**config.mk**
```make
export PLATFORM = sky130hd
export DESIGN_NAME = lockable_regfile
export DESIGN_NICKNAME = d
export VERILOG_FILES = /design/src/rtl/lrf_pkg.sv /design/src/rtl/lrf_ptr.sv /design/src/rtl/lrf_decode.sv /design/src/rtl/lrf_key.sv /design/src/rtl/lockable_regfile.sv
export SDC_FILE = /design/constraint.sdc
export NUM_CORES = 1
export LEC_CHECK = 0
export BUFFER_PORTS_ARGS = -buffer_cell sky130_fd_sc_hd__buf_2
export CAP_MARGIN = 20
export CORE_ASPECT_RATIO = 0.8
export CORE_MARGIN = 3
export CORE_UTILIZATION = 55
export DETAILED_ROUTE_END_ITERATION = 12
export GPL_TIMING_DRIVEN = 1
export MAX_ROUTING_LAYER = met4
export PLACE_DENSITY_LB_ADDON = 0.3
export SYNTH_ARGS = -nofsm -noshare
export SYNTH_HDL_FRONTEND = slang
export SYNTH_HIERARCHICAL = 1
export SYNTH_SLANG_ARGS = --single-unit
```
**constraint.sdc**
```tcl
create_clock -name clk -period 4.16 [get_ports clk]
set_input_delay 0.416 -clock clk [delete_from_list [all_inputs] [get_ports clk]]
set_output_delay 0.416 -clock clk [all_outputs]
set_load 0.05 [all_outputs]
```
**src/rtl/lrf_pkg.sv**
```systemverilog
package lrf_pkg;
  localparam int AW    = 5;
  localparam int DW    = 8;
  localparam int NKEYS = 3;

  typedef enum logic [2:0] {
    RG_CFG, RG_ALARM, RG_TIME, RG_EVENT, RG_USER, RG_SPARE, RG_KEY
  } region_e;

  // key byte per key slot: 0 = counter clear, 1 = count lock, 2 = user lock
  function automatic logic [DW-1:0] key_code(input int k);
    case (k)
      0:       return 8'h55;
      1:       return 8'hAA;
      default: return 8'hF0;
    endcase
  endfunction

  function automatic logic [AW-1:0] ptr_next(input logic [AW-1:0] p);
    return p + AW'(1);
  endfunction
endpackage

```
**src/rtl/lrf_ptr.sv**
```systemverilog
module lrf_ptr
  import lrf_pkg::*;
(
  input  logic          clk,
  input  logic          rst_n,
  input  logic          load,
  input  logic [AW-1:0] load_val,
  input  logic          step,
  output logic [AW-1:0] ptr_o
);
  always_ff @(posedge clk or negedge rst_n) begin
    if (!rst_n)    ptr_o <= '0;
    else if (load) ptr_o <= load_val;
    else if (step) ptr_o <= ptr_next(ptr_o);
  end


  ptr_load_chk: assert property (@(posedge clk) disable iff (!rst_n)
    load |=> ptr_o == $past(load_val));
endmodule

```
**src/rtl/lrf_decode.sv**
```systemverilog
module lrf_decode
  import lrf_pkg::*;
#(
  parameter int ALARM_BYTES = 4,
  parameter int TIME_BYTES  = 4,
  parameter int EVT_BYTES   = 2,
  parameter int USER_BYTES  = 10
) (
  input  logic [AW-1:0] addr,
  output region_e       region,
  output logic [AW-1:0] idx
);
  localparam int ALM_BASE = 1;
  localparam int TIM_BASE = ALM_BASE + ALARM_BYTES;
  localparam int EVT_BASE = TIM_BASE + TIME_BYTES;
  localparam int USR_BASE = EVT_BASE + EVT_BYTES;
  localparam int SPR_BASE = USR_BASE + USER_BYTES;
  localparam int KEY_BASE = (1 << AW) - NKEYS;

  always_comb begin
    int a;
    a = int'(addr);
    region = RG_SPARE;
    idx    = '0;
    if (a == 0) begin
      region = RG_CFG;
    end else if (a < TIM_BASE) begin
      region = RG_ALARM; idx = AW'(a - ALM_BASE);
    end else if (a < EVT_BASE) begin
      region = RG_TIME;  idx = AW'(a - TIM_BASE);
    end else if (a < USR_BASE) begin
      region = RG_EVENT; idx = AW'(a - EVT_BASE);
    end else if (a < SPR_BASE) begin
      region = RG_USER;  idx = AW'(a - USR_BASE);
    end else if (a >= KEY_BASE) begin
      region = RG_KEY;   idx = AW'(a - KEY_BASE);
    end
  end
endmodule

```
**src/rtl/lrf_key.sv**
```systemverilog
module lrf_key
  import lrf_pkg::*;
#(
  parameter logic [DW-1:0] CODE = 8'h55
) (
  input  logic          clk,
  input  logic          rst_n,
  input  logic          hit,
  input  logic [DW-1:0] data,
  output logic          armed_o,
  output logic          fire_o
);
  logic match;
  assign match  = hit && (data == CODE);
  assign fire_o = match && armed_o;

  always_ff @(posedge clk or negedge rst_n) begin
    if (!rst_n)   armed_o <= 1'b0;
    else if (hit) armed_o <= match && !armed_o;
  end


  key_disarm_chk: assert property (@(posedge clk) disable iff (!rst_n)
    fire_o |=> !armed_o);

  key_hold_chk: assert property (@(posedge clk) disable iff (!rst_n)
    !hit |=> armed_o == $past(armed_o));
endmodule

```
**src/rtl/lockable_regfile.sv**
```systemverilog
module lockable_regfile
  import lrf_pkg::*;
#(
  parameter int ALARM_BYTES = 4,
  parameter int TIME_BYTES  = 4,
  parameter int EVT_BYTES   = 2,
  parameter int USER_BYTES  = 10,
  localparam int TIME_W = TIME_BYTES * 8,
  localparam int EVT_W  = EVT_BYTES * 8 + 1,
  localparam int ALM_W  = ALARM_BYTES * 8,
  localparam int CSEL_W = $clog2(TIME_BYTES + EVT_BYTES)
) (
  input  logic              clk,
  input  logic              rst_n,
  input  logic              bus_ptr_load,
  input  logic [AW-1:0]     bus_ptr_val,
  input  logic              bus_wr,
  input  logic [DW-1:0]     bus_wdata,
  input  logic              bus_rd,
  output logic [DW-1:0]     bus_rdata,
  output logic [AW-1:0]     bus_ptr_o,
  input  logic [TIME_W-1:0] time_cnt_i,
  input  logic [EVT_W-1:0]  event_cnt_i,
  input  logic              alarm_hit_i,
  output logic              cnt_wr_o,
  output logic [CSEL_W-1:0] cnt_wr_sel_o,
  output logic [DW-1:0]     cnt_wr_data_o,
  output logic              cnt_clear_o,
  output logic [ALM_W-1:0]  alarm_val_o,
  output logic              out_sel_o,
  output logic              out_pol_o,
  output logic              alarm_flag_o,
  output logic              wr_lock_o,
  output logic              mem_lock_o
);
  localparam int TSEL_W = $clog2(TIME_BYTES);

  // ---------------- pointer and decode ----------------
  logic          wr_go, rd_go;
  region_e       region;
  logic [AW-1:0] idx;

  assign wr_go = bus_wr && !bus_ptr_load;
  assign rd_go = bus_rd && !bus_ptr_load;

  lrf_ptr u_ptr (
    .clk(clk), .rst_n(rst_n), .load(bus_ptr_load), .load_val(bus_ptr_val),
    .step(wr_go || rd_go), .ptr_o(bus_ptr_o)
  );

  lrf_decode #(
    .ALARM_BYTES(ALARM_BYTES), .TIME_BYTES(TIME_BYTES),
    .EVT_BYTES(EVT_BYTES), .USER_BYTES(USER_BYTES)
  ) u_dec (
    .addr(bus_ptr_o), .region(region), .idx(idx)
  );

  // ---------------- state ----------------
  logic aos_q, re_q, ap_q, af_q, wdf_q, wmdf_q, frozen_q;
  logic [DW-1:0] alarm_q [ALARM_BYTES];
  logic [DW-1:0] user_q  [USER_BYTES];

  // ---------------- command keys ----------------
  logic [NKEYS-1:0] key_hit, key_armed, key_fire;
  for (genvar k = 0; k < NKEYS; k++) begin : g_key
    assign key_hit[k] = wr_go && (region == RG_KEY) && (idx == AW'(k));
    lrf_key #(.CODE(key_code(k))) u_key (
      .clk(clk), .rst_n(rst_n), .hit(key_hit[k]), .data(bus_wdata),
      .armed_o(key_armed[k]), .fire_o(key_fire[k])
    );
  end

  logic clr_cmd, wdf_cmd, wmdf_cmd;
  assign clr_cmd  = key_fire[0] && re_q && !frozen_q;
  assign wdf_cmd  = key_fire[1];
  assign wmdf_cmd = key_fire[2];

  // ---------------- write enables ----------------
  logic cfg_we, alarm_we, user_we, cnt_we;
  assign cfg_we   = wr_go && (region == RG_CFG)   && !frozen_q;
  assign alarm_we = wr_go && (region == RG_ALARM) && !wdf_q;
  assign user_we  = wr_go && (region == RG_USER)  && !wmdf_q;
  assign cnt_we   = wr_go && ((region == RG_TIME) || (region == RG_EVENT)) && !wdf_q;

  always_ff @(posedge clk or negedge rst_n) begin
    if (!rst_n) begin
      aos_q <= 1'b0; re_q <= 1'b0; ap_q <= 1'b0; af_q <= 1'b0;
      wdf_q <= 1'b0; wmdf_q <= 1'b0; frozen_q <= 1'b0;
    end else begin
      if (cfg_we) begin
        aos_q <= bus_wdata[3];
        re_q  <= bus_wdata[2];
        ap_q  <= bus_wdata[1];
      end
      if (clr_cmd) begin
        re_q     <= 1'b0;
        frozen_q <= 1'b1;
        af_q     <= 1'b0;
      end else if (alarm_hit_i) begin
        af_q <= 1'b1;
      end
      if (wdf_cmd)  wdf_q  <= 1'b1;
      if (wmdf_cmd) wmdf_q <= 1'b1;
    end
  end

  for (genvar g = 0; g < ALARM_BYTES; g++) begin : g_alarm
    always_ff @(posedge clk or negedge rst_n) begin
      if (!rst_n)                             alarm_q[g] <= '0;
      else if (alarm_we && idx == AW'(g))     alarm_q[g] <= bus_wdata;
    end
    assign alarm_val_o[8*g +: 8] = alarm_q[g];

    alarm_locked_chk: assert property (@(posedge clk) disable iff (!rst_n)
      wdf_q |=> $stable(alarm_q[g]));
  end

  for (genvar g = 0; g < USER_BYTES; g++) begin : g_user
    always_ff @(posedge clk or negedge rst_n) begin
      if (!rst_n)                             user_q[g] <= '0;
      else if (user_we && idx == AW'(g))      user_q[g] <= bus_wdata;
    end

    user_locked_chk: assert property (@(posedge clk) disable iff (!rst_n)
      wmdf_q |=> $stable(user_q[g]));
  end

  // ---------------- counter block side ----------------
  assign cnt_wr_o      = cnt_we;
  assign cnt_wr_data_o = bus_wdata;
  assign cnt_wr_sel_o  = (region == RG_TIME) ? CSEL_W'(idx)
                                             : CSEL_W'(TIME_BYTES + int'(idx));
  assign cnt_clear_o   = clr_cmd;

  assign out_sel_o    = aos_q;
  assign out_pol_o    = ap_q;
  assign alarm_flag_o = af_q;
  assign wr_lock_o    = wdf_q;
  assign mem_lock_o   = wmdf_q;

  // ---------------- read mux ----------------
  logic [TSEL_W-1:0] tsel;
  assign tsel = idx[TSEL_W-1:0];

  always_comb begin
    bus_rdata = '0;
    case (region)
      RG_CFG:   bus_rdata = {1'b0, af_q, wdf_q, wmdf_q, aos_q, re_q, ap_q,
                             event_cnt_i[EVT_W-1]};
      RG_ALARM: for (int i = 0; i < ALARM_BYTES; i++)
                  if (idx == AW'(i)) bus_rdata = alarm_q[i];
      RG_TIME:  bus_rdata = time_cnt_i[8*tsel +: 8];
      RG_EVENT: for (int i = 0; i < EVT_BYTES; i++)
                  if (idx == AW'(i)) bus_rdata = event_cnt_i[8*i +: 8];
      RG_USER:  for (int i = 0; i < USER_BYTES; i++)
                  if (idx == AW'(i)) bus_rdata = user_q[i];
      default:  bus_rdata = '0;
    endcase
  end

  // ---------------- assertions ----------------

  ptr_step_chk: assert property (@(posedge clk) disable iff (!rst_n)
    (bus_wr || bus_rd) && !bus_ptr_load |=> bus_ptr_o == AW'($past(bus_ptr_o) + 1));

  wdf_sticky_chk: assert property (@(posedge clk) disable iff (!rst_n)
    wdf_q |=> wdf_q);

  wmdf_sticky_chk: assert property (@(posedge clk) disable iff (!rst_n)
    wmdf_q |=> wmdf_q);

  cnt_wr_lock_chk: assert property (@(posedge clk) disable iff (!rst_n)
    $past(wdf_q) |-> !cnt_wr_o);

  cfg_frozen_chk: assert property (@(posedge clk) disable iff (!rst_n)
    frozen_q |=> frozen_q && $stable({aos_q, re_q, ap_q}) && !cnt_clear_o);

  clear_effect_chk: assert property (@(posedge clk) disable iff (!rst_n)
    cnt_clear_o |=> !af_q && !re_q && frozen_q);

  af_sticky_chk: assert property (@(posedge clk) disable iff (!rst_n)
    af_q && !cnt_clear_o |=> af_q);
endmodule

```
# Word-level counts from Yosys, hierarchy flattened
# Index checks and enable logic that the tools add are counted.
# W data, S select, Z words.
[word_totals] ff_bits=127 output_inout_bits=63 elab_cells=145
[classes] add_sub_neg=7 magnitude_cmp=5 eq_ne=17 shifts=1 mux=36 n_reduce_logical=54
[ops] op="$mux W8" count=16
[ops] op="$mux W5" count=8
[ops] op="$pmux W8 S5" count=1
[ops] op="$logic_and A1 B1 Y1" count=39
[ops] op="$shiftx A32 B6 Y8" count=1
[ops] op="$eq A5 B3 Y1 const B" count=4
[ops] op="$mux W3" count=6
[ops] op="$eq A8 B8 Y1 const B" count=2
[ops] op="$eq A5 B2 Y1 const B" count=2
[ops] op="$eq A5 B4 Y1 const B" count=2
[ops] op="$logic_not A5 Y1" count=2
[ops] op="$lt A5 B4 Y1 const B" count=2
[ops] op="$sub A5 B4 Y5 const B" count=2
[ops] op="$eq A8 B7 Y1 const B" count=1
[ops] op="$logic_not A1 Y1" count=7
[ops] op="$eq A3 B2 Y1 const B" count=2
[ops] op="$eq A3 B3 Y1 const B" count=2
[ops] op="$reduce_bool A2 Y1" count=3
[ops] op="$add A5 B1 Y5 const B" count=1
[ops] op="$eq A5 B1 Y1 const B" count=1
[ops] op="$ge A5 B5 Y1 const B" count=1
[ops] op="$lt A5 B3 Y1 const B" count=1
[ops] op="$lt A5 B5 Y1 const B" count=1
[ops] op="$sub A5 B1 Y5 const B" count=1
[ops] op="8 further kinds" count=12

# Longest topological paths before layout
# Gate-level depths: netlist of run 1.
[logic_depth] ltp_word=19 ltp_mapped=16

# Modules after synthesis
# The synthesis of run 1 kept the hierarchy.
[by_module_without_submodules] mod="lockable_regfile" instances=1 cells_each=491 area_per_inst_um2=6155.9
[by_module_without_submodules] mod="lrf_decode" instances=1 cells_each=74 area_per_inst_um2=459.2
[by_module_without_submodules] mod="lrf_ptr" instances=1 cells_each=24 area_per_inst_um2=249.0
[by_module_without_submodules] mod="lrf_key at g_key[0].u_key ..." instances=2 cells_each=8 area_per_inst_um2=86.3
[by_module_without_submodules] mod="lrf_key at g_key[2].u_key" instances=1 cells_each=8 area_per_inst_um2=82.6

# Least setup slack after synthesis of run 1
# No wires, ideal clock.
[synth_path] path_kind="reg-to-output" start="register u_ptr.ptr_o[0]" end="output port bus_rdata[1]" arrival_ns=4.944 t_required_ns=3.744 path_slack_ns=-1.200 stages_incl_launch_ff=13 path_cell_list="dfrtp_1 > buf_2 > inv_1 > ha_1 > nor4b_1 > a211oi_1 > buf_2 > buf_2 > buf_2 > mux2i_1 > o22ai_1 > a21oi_1 > o221ai_1"
[synth_between] elab_chain_cells=19 elab_cells_between_ends=56 classes_between="add/sub (5); order compare (5); eq/ne (13); shift (1); mux (29); reduce/logical (3)"
[synth_lines] item="start, declared" line_no="lrf_ptr.sv:9" rtl="output logic [AW-1:0] ptr_o"
[synth_lines] item="start signal, assigned" line_no="lrf_ptr.sv:13" rtl="else if (load) ptr_o <= load_val;"
[synth_lines] item="start signal, assigned" line_no="lrf_ptr.sv:14" rtl="else if (step) ptr_o <= ptr_next(ptr_o);"
[synth_lines] item="$sub A5 B5 Y5 / $ge A5 B5 Y1 (equally long branches)" line_no="lrf_decode.sv:36, lrf_decode.sv:35"
[synth_lines] item="$mux W5" line_no="lrf_decode.sv:35" rtl="end else if (a >= KEY_BASE) begin"
[synth_lines] item="$mux W5" line_no="lrf_decode.sv:33" rtl="end else if (a < SPR_BASE) begin"
[synth_lines] item="$mux W5" line_no="lrf_decode.sv:31" rtl="end else if (a < USR_BASE) begin"
[synth_lines] item="$mux W5" line_no="lrf_decode.sv:29" rtl="end else if (a < EVT_BASE) begin"
[synth_lines] item="$mux W5" line_no="lrf_decode.sv:27" rtl="end else if (a < TIM_BASE) begin"
[synth_lines] item="$mux W5" line_no="lrf_decode.sv:25" rtl="if (a == 0) begin"
[synth_lines] item="$logic_not A5 Y1" line_no="lockable_regfile.sv:151, lockable_regfile.sv:154, lockable_regfile.sv:156"
[synth_lines] item="$mux W8 (10 in a row)" line_no="lockable_regfile.sv:156" rtl="if (idx == AW'(i)) bus_rdata = user_q[i];"
[synth_lines] item="$pmux W8 S5 *" line_no="lockable_regfile.sv:147" rtl="case (region)"
[synth_lines] item="end, declared" line_no="lockable_regfile.sv:20" rtl="output logic [DW-1:0] bus_rdata,"
# Every way passes the cells marked *; elsewhere a longest branch is shown, timed or not.

# Final worst setup path of run 1
[layout_path] start="register u_ptr.ptr_o[1]" end="output port bus_rdata[4]"
[layout_between] elab_cells_between_ends=56 classes_between="add/sub (5); order compare (5); eq/ne (13); shift (1); mux (29); reduce/logical (3)"
[layout_rtl] item="$ge A5 B5 Y1" line_no="lrf_decode.sv:35"
[layout_rtl] item="$mux W2" line_no="lrf_decode.sv:35"
[layout_rtl] item="$mux W3" line_no="lrf_decode.sv:33"
[layout_rtl] item="$mux W3" line_no="lrf_decode.sv:31"
[layout_rtl] item="$mux W3" line_no="lrf_decode.sv:29"
[layout_rtl] item="$mux W3" line_no="lrf_decode.sv:27"
[layout_rtl] item="$mux W3 *" line_no="lrf_decode.sv:25"
[layout_rtl] item="via region[0]" line_no="lockable_regfile.sv:40" rtl="region_e region;"
[layout_rtl] item="$eq A3 B3 Y1 (tied with other cells)" line_no="lockable_regfile.sv:147"
[layout_rtl] item="$pmux W8 S5 *" line_no="lockable_regfile.sv:147"
# The timed path passes the listed nets; every way through them passes the cells marked *.

==> flow_summary.yaml, run 1 <==
routing:
  num_vias: 5895
  wire_per_inst_microns: 22.6
  ant_nets: 0
  routed_via_density: 6.24
  drc: 0
  drt-initial-drc-count: 576
  drtPass1Iterations: 5
  wl_mm: 21.3
placement:
  io_buffers: 130
  dp.cells: 900
  place_congestion: 1.00
  dpl.hpwl_mm: 14.8
power:
  p_leak_nw: 4.26
  power_mw: 5.77
  vdd_drop_max_uv: 585
  power_density_nw_per_um2: 647
floorplan:
  die_height_microns: 108
  core-area_sq_um: 12400
  die_area_sq_um: 14400
  die_w_microns: 133
  ios: 131
  initial_utilization_pct: 57.3
  rows: 36
logic_synthesis:
  synth.area.top_cells: "dfrtp_1 45%, mux2_2 18%, mux2i_1 5.3%, mux4_2 4.7%, nor2_1 2.0%"
  synth_edf_count: 0
  yosysSeqAreaShare_pct: 44.6
  ys.flop_type: "dfrtp_1"
  synth_cell_type_count: 64
  synth_top_area_share_pct: 44.6
  synthCells: 613
  yosysTopAreaCell: "dfrtp_1"
  ys_top_cells_by_count: "127 x dfrtp_1, 115 x mux2_2, 38 x mux2i_1"
  async_reset_ff_share_pct: 100
  yosysMostFrequentCell: "dfrtp_1"
  netlist_area_sq_um: 7120
  ys_ff_latch: 127
  syn-num-nets: 685
  synth.avg_cell_area_sq_um: 11.6
  yosys_warnings: 6
global_routing:
  track_usage_pct: 31.0
  grt_pass1_vias: 5856
  antenna_found_initial: 0
  grt_max_degree: 76
  grt_pass1_wl_mm: 32.8
  grt_overflow: 0
final_layout:
  diodes: 0
  finalNonFillerCells: 944
  drive_above_1_share_pct: 49.5
  n_fill_cell: 916
  area_growth_pct: 25.3
  multi_input_area_sq_um: 3820
  register_area_sq_um: 3180
  postLayoutCoreUtil_pct: 71.7
  nets: 832
setup_path:
  worstRegToRegCells: 8
  worstPathMaxFanout: 7
  cp_cell_sequence: "inv_1, ha_1, nand2b_1, a2bb2oi_1, a32o_1, a21oi_1, nand2b_4, or2_2, or3_1, o32a_1, o221ai_2, buf_2"
  path_depth: 12
  crit_required_ns: 3.74
  critPathKind: "reg2out"
  startpoint_type: "register"
  r2r_start: "u_ptr/ptr_o[2]"
  critPathTopFamily: "simple AND/OR/NAND/NOR gates"
  startpoint: "u_ptr/ptr_o[1]"
  cp.buffers_inverters: 2
  end_kind: "output pin"
  arrival_ns: 3.66
  slowest_delay_ns: 0.45
  cp_slowest_cell: "or3_1"
clock_tree:
  cts.sinks: 127
  clk_latency_ns: 0.42
  cts_buffers: 17
  ctsHoldBuffers: 0
  clkTransAtPathRegs_ns: 0.06
  cts_root_buffer: "clkbuf_16"
  clockBufferDepth: 2
  cts_tree: "built"
  htreeDepth: 4
hold_path:
  hold_class: "in2async"
timing:
  setup_viol: 0
  fmax_mhz: 246
  finalSetupTns_ns: 0
  slew_headroom_pct: 53.1
  worst_pin_slew_ns: 0.704
  maxSlewViolCount: 0
  finalHoldViolations: 0
  min_period_ns: 4.07
  finalCritPeriodShare_pct: 97.9
  skew_ns: 0.00647
run:
  drv_cap: 0
outcome:
  outcome: "finished clean"
## cells by family after synthesis
kind of cell               synth area share [%]
and+or+nand+nor                            11.4
xor gates and xnor gates                  0.738
buffers and inverters                      4.22
AOI/OAI and AO/OA                          10.0
DFF                                        44.6
muxes                                      28.3
adders and majority gates                 0.703
## area by class of cell
type	instances	share of cell area (%)
timing repair buffer	178	11.9
sequential	127	35.7
multi-input combinational	424	42.8
clock buffer	19	4.85
tap	171	2.40
inverter	12	0.505
clock inverter	13	1.81
## state kept, by name (all words and copies together), names as in the netlist, 3 cells and up
name / flops
alarm_val_o: 32
u_ptr/ptr_o: 5
user_q: 80
g_key.u_key/armed_o: 3
## layer usage
| layer | share of wire, % | vias to the layer above | track usage [%] |
|---|---|---|---|
| met5 | 0 | - | - |
| met4 | 1.8 | 0 | 8.66 |
| met3 | 8.7 | 39 | 8.97 |
| met2 | 45 | 295 | 46.2 |
| met1 | 45 | 2985 | 42.0 |
| li1 | - | 2576 | - |
## worst paths after layout
check                                       to  slack, ns
max in group asynchronous           user_q[64]       3.30
min in group clk                u_ptr/ptr_o[4]       0.22
worst max-delay path              bus_rdata[4]       0.09
worst min register to register      user_q[59]       0.50
worst min-delay path            u_ptr/ptr_o[4]       0.03
worst max register to register      user_q[25]       0.65
## metrics by stage
step | setup slack [ns] | hold slack, ns | instance area [sq um]
2_1_floorplan | 0.0483 | 0.120 | 7210
3_3_place_gp | 0.298 | 0.481 | 8130
4_1_cts | 0.00930 | 0.0527 | 8780
6_report | 0.0882 | 0.0288 | 8920
3_5_place_dp | 0.339 | 0.494 | 8130
5_1_grt | -0.0260 | 0.0750 | 8920
## cell usage in the layout, fill, tap and decap left out, drive strengths merged, types with 8 or more instances in the layout
master,netlist,final
nor3,18,18
nand2,26,26
mux2,115,115
mux2i,38,38
buf,31,176
nor2,38,38
clkbuf,19,21
dfrtp,127,127
inv,12,15
a21oi,23,23
o22ai,8,8
o21ai,24,24
nand2b,16,16
mux4,15,15
## what timing repair did
action / CTS / global route
setup buffers: 2 / 10
pin swaps: 2 / 0
hold endpoints to repair: 0 / 0
gates resized for setup: 8 / 16
setup endpoints to repair: 9 / 9
## power breakdown
part           internal (mW)  leakage [nW]  switching, mW
clock                  0.944         0.292          0.576
combinational          0.909          2.27           1.47
sequential              1.61          1.69          0.262
total                   3.46          4.26           2.31
Note: power is estimated with default switching activity, not from simulation.
==> inputs of run 2 (changes only) <==
Settings changed: ABC_AREA set to 1.
==> run 2 against run 1 <==
Against the previous run: wire length is 1.3% higher; die area is 0.57% lower; area after synthesis fell by 0.60%; critical path type unchanged; sequential cell count unchanged; utilization shrank 2.9 points; via count increased by 18%; critical endpoint is now bus_rdata[3]; sequential power decreased by 4%; non-clock buffer count shrank 23; clock skew is essentially flat; register-to-register slack better by 0.28 ns; final cell count increased by 28%.
==> flow_summary.yaml, run 2 <==
outcome:
  outcome: "finished clean"
routing:
  routed_via_density: 5.75
  drtPass1Iterations: 5
  wire_per_inst_microns: 17.9
  num_vias: 6934
  wl_mm: 21.6
  drt-initial-drc-count: 952
  ant_nets: 0
  drc: 0
logic_synthesis:
  synth_top_area_share_pct: 44.9
  synthCells: 888
  yosysSeqAreaShare_pct: 44.9
  synth.area.top_cells: "dfrtp_1 45%, nand2_1 15%, o21ai_1 5.0%, o21ai_0 3.8%, inv_1 2.9%"
  synth.avg_cell_area_sq_um: 7.97
  ys_ff_latch: 127
  yosysTopAreaCell: "dfrtp_1"
  synth_edf_count: 0
  yosys_warnings: 6
  async_reset_ff_share_pct: 100
  yosysMostFrequentCell: "nand2_1"
  ys.flop_type: "dfrtp_1"
  ys_top_cells_by_count: "291 x nand2_1, 127 x dfrtp_1, 70 x o21ai_1"
  netlist_area_sq_um: 7080
  synth_cell_type_count: 43
  syn-num-nets: 960
setup_path:
  worstRegToRegCells: 16
  critPathKind: "reg2out"
  startpoint_type: "register"
  rrSetupSlack_ns: 0.93
  r2r_start: "u_ptr/ptr_o[1]"
  arrival_ns: 3.51
  crit_required_ns: 3.74
  end_kind: "output pin"
  worstPathMaxFanout: 12
  reg2reg_to: "alarm_val_o[7]"
final_layout:
  area_growth_pct: 20.5
  drive_above_1_share_pct: 27.3
  final_common_cell: "nand2_1"
  finalInstanceArea_sq_um: 8530
  diodes: 0
  final_cell_mix: "290 x nand2_1, 129 x buf_2, 125 x dfrtp_1"
  top_register: "user_q"
  nets: 1094
  largest_register_ffs: 80
timing:
  worst_pin_slew_ns: 0.776
  hold-worst-slack_ns: 0.0624
  finalHoldViolations: 0
  min_period_ns: 3.92
  finalCritPeriodShare_pct: 94.3
  skew_ns: 0.00649
  slew_headroom_pct: 48.2
  setup_viol: 0
  finalSetupTns_ns: 0
  grt_setup_unrepaired: "no"
  fmax_mhz: 255
  maxSlewViolCount: 0
floorplan:
  die_area_sq_um: 14300
  ios: 131
  core-area_sq_um: 12400
  rows: 36
  die_height_microns: 107
  die_w_microns: 133
  initial_utilization_pct: 57.1
global_routing:
  grt_pass1_vias: 6486
  antenna_found_initial: 0
  track_usage_pct: 31.9
  grt_overflow: 0
  grt_max_degree: 72
  grt_pass1_wl_mm: 34.6
clock_tree:
  cts_tree: "built"
  ctsHoldBuffers: 0
  clkTransAtPathRegs_ns: 0.06
  clk_latency_ns: 0.42
  clockBufferDepth: 2
  htreeDepth: 4
  cts.sinks: 127
  cts_root_buffer: "clkbuf_16"
  cts_buffers: 17
hold_path:
  hold_class: "in2async"
placement:
  dpl.hpwl_mm: 14.6
  place_congestion: 0.978
  io_buffers: 130
  placed_cell_area_sq_um: 7730
run:
  drv_cap: 0
power:
  vdd_drop_max_uv: 339
  power_density_nw_per_um2: 601
  p_leak_nw: 4.36
run 2: changes by cell type after synthesis, moves of 17 or more:
cell,previous run,this run
inv_1,12,55
mux2_2,115,0
mux2i_1,38,0
nand2_1,24,291
nand3_1,6,40
nand4_1,4,21
o21ai_0,23,54
o21ai_1,1,70
o21ai_2,0,17
run 2: cell type report:
cell class,instances,area (sq um)
Clock buffer,18,439
Multi-Input combinational cell,656,3430
Inverter,65,250
Sequential cell,127,3180
Tap cell,171,214
Timing Repair Buffer,155,853
Fill cell,982,3860
Clock inverter,13,164
run 2: per-stage QoR:
step           std cells  total power, mW  util [%]  worst slack (ns)
2_1_floorplan        888             3.01         -             0.278
3_3_place_gp        1156             3.44      62.4             0.288
3_5_place_dp        1156             3.48      62.4             0.239
4_1_cts             1189             5.03      67.5            0.0420
5_1_grt             1205             5.36      68.9            0.0132
6_report            1205             5.12      68.9             0.235
run 2: power by group:
part / total, mW / switching [mW] / internal (mW) / leakage, nW
clock: 1.53 / 0.575 / 0.955 / 0.292
combinational: 1.81 / 1.28 / 0.523 / 2.36
sequential: 1.79 / 0.234 / 1.55 / 1.71
total: 5.12 / 2.09 / 3.03 / 4.36
run 2: repair_timing:
action	CTS	global route
buffers inserted	0	16
endpoints found under the setup margin	8	9
resized for setup	4	12
cloned	2	0
pin swaps	2	5
run 2: per-layer routing:
| metal | GRT usage [%] | wire length (microns) |
|---|---|---|
| met1 | 42.1 | 9190 |
| met2 | 48.4 | 9690 |
| met3 | 8.93 | 2210 |
| met4 | 9.79 | 537 |
| met5 | - | 0 |
run 2: cells by family (layout without fill, tap and decap cells):
group,after synthesis,after routing,share of synthesized area [%]
compound gates,202,202,16.7
simple gates,445,447,29.7
buf+inv,107,251,7.58
xor+xnor,3,3,0.371
fa+ha+maj,4,4,0.707
flops,127,127,44.9
run 2: how the worst max path moves through the flow:
| stage | startpoint | endpoint | cells past startpoint | slack, ns |
|---|---|---|---|---|
| 3_3_place_gp | u_ptr/ptr_o[0] | bus_rdata[6] | 18 | 0.29 |
| 2_1_floorplan | u_ptr/ptr_o[0] | bus_rdata[0] | 17 | 0.28 |
| 5_1_grt | u_ptr/ptr_o[1] | cnt_clear_o | 18 | 0.01 |
| 6_report | u_ptr/ptr_o[0] | bus_rdata[3] | 15 | 0.24 |
| 3_5_place_dp | u_ptr/ptr_o[0] | bus_rdata[6] | 18 | 0.24 |
| 4_1_cts | u_ptr/ptr_o[0] | bus_rdata[6] | 18 | 0.04 |
run 2: worst max-delay path, cell delays in order (launching register included):
cell and delay, ns:
dfrtp_2 0.49, inv_2 0.07, ha_1 0.21, nand2_1 0.08, o21ai_1 0.09, o211ai_1 0.10
a21oi_1 0.06, nand2_1 0.08, inv_1 0.11, nor2_2 0.19, nand2_4 0.18, nor2_2 0.58
a22o_1 0.32, a211oi_1 0.13, nand2_1 0.13, buf_2 0.26
